**config.mk**
```make
export PLATFORM = sky130hd
export DESIGN_NAME = mmio_down_timer
export DESIGN_NICKNAME = d
export VERILOG_FILES = /design/src/rtl/mmio_down_timer.sv
export SDC_FILE = /design/constraint.sdc
export NUM_CORES = 1
export LEC_CHECK = 0
export ABC_AREA = 1
export BUFFER_PORTS_ARGS = -buffer_cell sky130_fd_sc_hd__buf_2
export CELL_PAD_IN_SITES_DETAIL_PLACEMENT = 1
export CELL_PAD_IN_SITES_GLOBAL_PLACEMENT = 1
export CORE_MARGIN = 2
export CORE_UTILIZATION = 30
export DETAILED_ROUTE_END_ITERATION = 10
export PLACE_DENSITY_LB_ADDON = 0.1
export SLEW_MARGIN = 15
export SYNTH_ARGS = -nofsm -noshare
export SYNTH_HDL_FRONTEND = slang
export SYNTH_SLANG_ARGS = --single-unit
```
**constraint.sdc**
```tcl
create_clock -name clk -period 2.7 [get_ports clk]
set_clock_uncertainty 0.2 [all_clocks]
set_input_delay 0.135 -clock clk [delete_from_list [all_inputs] [get_ports clk]]
set_output_delay 0.135 -clock clk [all_outputs]
set_load 0.01 [all_outputs]
```
**src/rtl/mmio_down_timer.sv**
```systemverilog
module mmio_down_timer #(
  parameter int NUM_CH     = 2,
  parameter int ADDR_W     = 8,
  parameter int SYNC_TICKS = 2
) (
  input  logic              clk,
  input  logic              rst_n,
  input  logic              tick,
  input  logic              bus_we,
  input  logic [ADDR_W-1:0] bus_addr,
  input  logic [31:0]       bus_wdata,
  output logic [31:0]       bus_rdata,
  output logic              irq
);
  localparam int DW      = $clog2(SYNC_TICKS + 1);
  localparam int CH_BASE = 16;
  localparam int CH_STEP = 16;

  logic [NUM_CH-1:0] ie_q, st_q, en_q, os_q;
  logic [1:0]        src_q  [NUM_CH];
  logic [31:0]       ivl_q  [NUM_CH];
  logic [31:0]       cnt_q  [NUM_CH];
  logic [DW-1:0]     drain_q[NUM_CH];
  logic [NUM_CH-1:0] run, expire, ctl_wr, ivl_wr, load;

  wire ie_wr = bus_we && (bus_addr == ADDR_W'(0));
  wire st_wr = bus_we && (bus_addr == ADDR_W'(4));

  assign irq = |(st_q & ie_q);

  always_ff @(posedge clk) begin
    if (!rst_n) begin
      ie_q <= '0;
      st_q <= '0;
    end else begin
      if (ie_wr) ie_q <= bus_wdata[NUM_CH-1:0];
      st_q <= (st_q & ~(st_wr ? bus_wdata[NUM_CH-1:0] : '0)) | expire;
    end
  end

  for (genvar g = 0; g < NUM_CH; g++) begin : g_ch
    localparam int BASE = CH_BASE + CH_STEP * g;

    assign ctl_wr[g] = bus_we && (bus_addr == ADDR_W'(BASE));
    assign ivl_wr[g] = bus_we && (bus_addr == ADDR_W'(BASE + 4));
    assign load[g]   = ctl_wr[g] && bus_wdata[0] && bus_wdata[1];
    assign run[g]    = en_q[g] || (drain_q[g] != '0);
    assign expire[g] = run[g] && tick && (cnt_q[g] == '0) && !load[g];

    always_ff @(posedge clk) begin
      if (!rst_n) begin
        en_q[g]    <= 1'b0;
        os_q[g]    <= 1'b0;
        src_q[g]   <= '0;
        ivl_q[g]   <= '0;
        cnt_q[g]   <= '0;
        drain_q[g] <= '0;
      end else begin
        if (ivl_wr[g]) ivl_q[g] <= bus_wdata;

        if (run[g] && tick && drain_q[g] != '0) drain_q[g] <= drain_q[g] - 1'b1;

        if (load[g]) begin
          cnt_q[g] <= ivl_q[g];
        end else if (run[g] && tick) begin
          if (cnt_q[g] != '0) begin
            cnt_q[g] <= cnt_q[g] - 1'b1;
          end else if (os_q[g]) begin
            en_q[g]    <= 1'b0;
            drain_q[g] <= '0;
          end else begin
            cnt_q[g] <= ivl_q[g];
          end
        end

        if (ctl_wr[g]) begin
          en_q[g]  <= bus_wdata[0];
          src_q[g] <= bus_wdata[3:2];
          os_q[g]  <= bus_wdata[7];
          if (bus_wdata[0])     drain_q[g] <= '0;
          else if (en_q[g])     drain_q[g] <= DW'(SYNC_TICKS);
        end
      end
    end


    load_chk: assert property (@(posedge clk) disable iff (!rst_n)
      load[g] |=> cnt_q[g] == $past(ivl_q[g]));

    idle_hold_chk: assert property (@(posedge clk) disable iff (!rst_n)
      (!run[g] && !load[g]) |=> $stable(cnt_q[g]));

    reload_chk: assert property (@(posedge clk) disable iff (!rst_n)
      (expire[g] && !os_q[g]) |=> cnt_q[g] == $past(ivl_q[g]));

    oneshot_stop_chk: assert property (@(posedge clk) disable iff (!rst_n)
      (expire[g] && os_q[g] && !ctl_wr[g]) |=> !run[g]);

    pend_set_chk: assert property (@(posedge clk) disable iff (!rst_n)
      expire[g] |=> st_q[g]);

    w1c_chk: assert property (@(posedge clk) disable iff (!rst_n)
      (st_wr && bus_wdata[g] && !expire[g]) |=> !st_q[g]);
  end

  always_comb begin
    bus_rdata = '0;
    if (bus_addr == ADDR_W'(0)) bus_rdata[NUM_CH-1:0] = ie_q;
    if (bus_addr == ADDR_W'(4)) bus_rdata[NUM_CH-1:0] = st_q;
    for (int i = 0; i < NUM_CH; i++) begin
      if (bus_addr == ADDR_W'(CH_BASE + CH_STEP * i))
        bus_rdata = {24'b0, os_q[i], 3'b0, src_q[i], 1'b0, en_q[i]};
      if (bus_addr == ADDR_W'(CH_BASE + CH_STEP * i + 4)) bus_rdata = ivl_q[i];
      if (bus_addr == ADDR_W'(CH_BASE + CH_STEP * i + 8)) bus_rdata = cnt_q[i];
    end
  end
endmodule

```
==> metrics <==
status=complete, no violations; Critical Path, Cell by Cell=dlygate4sd3_1 > buf_2 > nor2_2 > nand3_2 > nor2_2 > inv_1 > buf_12 > o22ai_1 > a21oi_1 > o21ai_0 > buf_2; Top Ports=77; row cnt=64; TritonCTS buffer count=17; Final Hold Fails=0; Worst path slowest cell=dlygate4sd3_1; largest net degree at the start of global routing=37; hpwl dp=~27000 um; CTS tree=done; Syn Area/Cell=~7.4 um2; CTS root buf=clkbuf_16; vias=between 8000 and 9000; clock buffer depth=2; CP Launch Type=input port; Synth Warn #=0; GRT Total Usage=0.220; critical path type=in -> out; Yosys reg bits=around 140; final instance area=11400 um2; placed cells=between 1500 and 2000; Seq/Total Area, Yosys=0.455; Power per Cell Area=about 530 nW/um2; Slew Viols, Final=0; most frequent cells in the layout=nand2_1, nor2_1, inv_1, edfxtp_1, nand3_1; Top FF cell, synth=edfxtp_1; initial drt markers=around 470; max_cap viols=0; synthesized netlist cell count=about 1300; first-pass GRT wire length=roughly 55000 um; Antenna Nets Post-Route=0; Remaining DRCs=0; top achievable clock speed=just under 400 MHz; CP Depth=11; CP Data Arrival Time=2.22 ns; antenna violations before repair=0; hold crit path type=in -> reg; Area after DPL=between 10000 and 15000 um2; WHS Path Cells=7; Inserted Diodes=0; fin crit period=approximately 2.6 ns; post-CTS setup buffers=0; Tcrit/Tclk final=0.946; Cell variety after synth=36; final layout net count=approximately 1400; layout cells sized above 1=0.132; area of the mapped netlist=about 9300 um2; setup TNS=0 ns; Sink Count=about 140; WL final=35500 um; die area=~33000 um2; width of the die=180 um; Layout area overhead=22.1%; remaining global-route overflow=0; vias in the first global route=between 9000 and 10000; Worst Path Required=2.37 ns; depth of the worst register-to-register path=9; crit-path max FO=30; IR Drop Worst-Case VDD=0.428 mV; count of final setup violators=0; gpl congestion=0.851; commonest non-fill, non-tap cell in the layout=nand2_1; cell family with most CP delay=buffers and inverters; Max transition margin=0.396; number of flops mapped to enable cells by yosys=~140; H-tree levels=4; LEAKAGE=around 5.2 nW; Worst Path Buf+Inv=5; synthesized net count=approximately 1300; core area=slightly above 30000 um2; async set or reset register ratio after synthesis=0; I/O Buffers=between 70 and 80; vias per cell=4.90; Initial DRT Pass Iterations=5; number of fill cells=~3800; initial core utilization=0.305; Worst-path clk slew=0.07 ns; Clock Latency Late Sink=approximately 0.43 ns; Layout Cells excl Fill=roughly 1800; Vert. Die Dim=between 150 and 200 um; Slew @ Worst Pin=0.904 ns; max incr delay on CP=~0.53 ns; wire length per cell=19.8 um; CP endpoint kind=output pin
==> power breakdown <==
| group | internal [W] | total, W | switching, W |
|---|---|---|---|
| Sequential | 0.00259 | 0.00271 | 0.000121 |
| Clock | 0.00153 | 0.00253 | 0.00100 |
| Combinational | 0.000259 | 0.000801 | 0.000542 |
==> routing by layer <==
| layer | global-route usage | wire, um |
|---|---|---|
| met4 | 0.0513 | 541 |
| met3 | 0.0299 | 1140 |
| met1 | 0.293 | 16600 |
| met5 | 0 | 0 |
| met2 | 0.380 | 17300 |
==> per-stage QoR <==
stage / util / setup slack (ns) / hold slack (ns) / power (W)
detailed placement: 0.339 / 0.273 / 0.257 / 0.00352
global route: 0.372 / -0.00597 / 0.118 / 0.00629
CTS: 0.371 / 0.0136 / 0.0125 / 0.00609
global placement: 0.339 / 0.284 / 0.257 / 0.00351
floorplan: - / 0.0169 / 0.0637 / 0.00319
finish: 0.372 / 0.145 / 0.0723 / 0.00604
==> path summary, 6_finish.rpt <==
check                        startpoint              endpoint  slack (ns)
max                         bus_addr[6]         bus_rdata[26]        0.15
min reg2reg        ie_q[0]$_SDFFE_PN0P_  ie_q[0]$_SDFFE_PN0P_        0.27
max reg2reg  cnt_q[1][15]$_SDFFCE_PN0P_  en_q[1]$_SDFFE_PN0P_        0.19
min                         bus_addr[5]    st_q[0]$_SDFF_PN0_        0.07
==> cells by family after synthesis <==
logic type / synth area share
AND/OR/NAND/NOR: 0.308
buffers and inverters: 0.109
AO/OA/AOI/OAI: 0.0913
flip-flops: 0.455
XOR/XNOR: 0.0291
adder cells (fa/ha/maj): 0.00805
==> cells in the mapped netlist (2+ instances only) <==
library cell	count	area [um2]
nand2_1	266	998
nor2_1	211	792
inv_1	203	762
edfxtp_1	136	4080
nand3_1	98	490
a21oi_1	73	365
o21ai_0	50	250
nor3_1	39	195
xor2_1	30	263
o22ai_1	28	175
clkbuf_1	23	86.3
nand4_1	18	113
nor2_2	11	68.8
buf_6	9	101
buf_2	8	40.0
dfxtp_1	8	160
nor2_4	7	78.8
ha_1	6	75.1
inv_2	4	15.0
nand2_2	4	25.0
o21ai_1	4	20.0
or2_0	4	25.0
or2_1	3	18.8
buf_1	2	7.51
nand3_2	2	20.0
==> timing repair <==
action                     4_1_cts  5_1_grt
hold endpoints to repair        74        0
setup endpoints to repair        0       14
resized for setup                0       13
hold buffers                    37        0
==> flip-flops by register name (all words and copies together), names as in the netlist <==
signal	cells
cnt_q	64
ivl_q	64
drain_q	4
src_q	4
en_q	2
ie_q	2
os_q	2
st_q	2
==> final cells by class <==
class	instances	area (um2)	area share
sequential	144	4240	0.373
multi-input combinational	865	4130	0.362
timing repair buffer	151	1150	0.101
inverter	207	777	0.0682
tap	396	495	0.0435
clock buffer	18	429	0.0377
clock inverter	12	168	0.0147
==> tightest hold or removal path, delay by kind of cell <==
kind | cells | cell delay [ns]
AND/OR/NAND/NOR | 6 | 0.46
buffers and inverters | 1 | 0.09
Power figures use the tool's default switching activity.
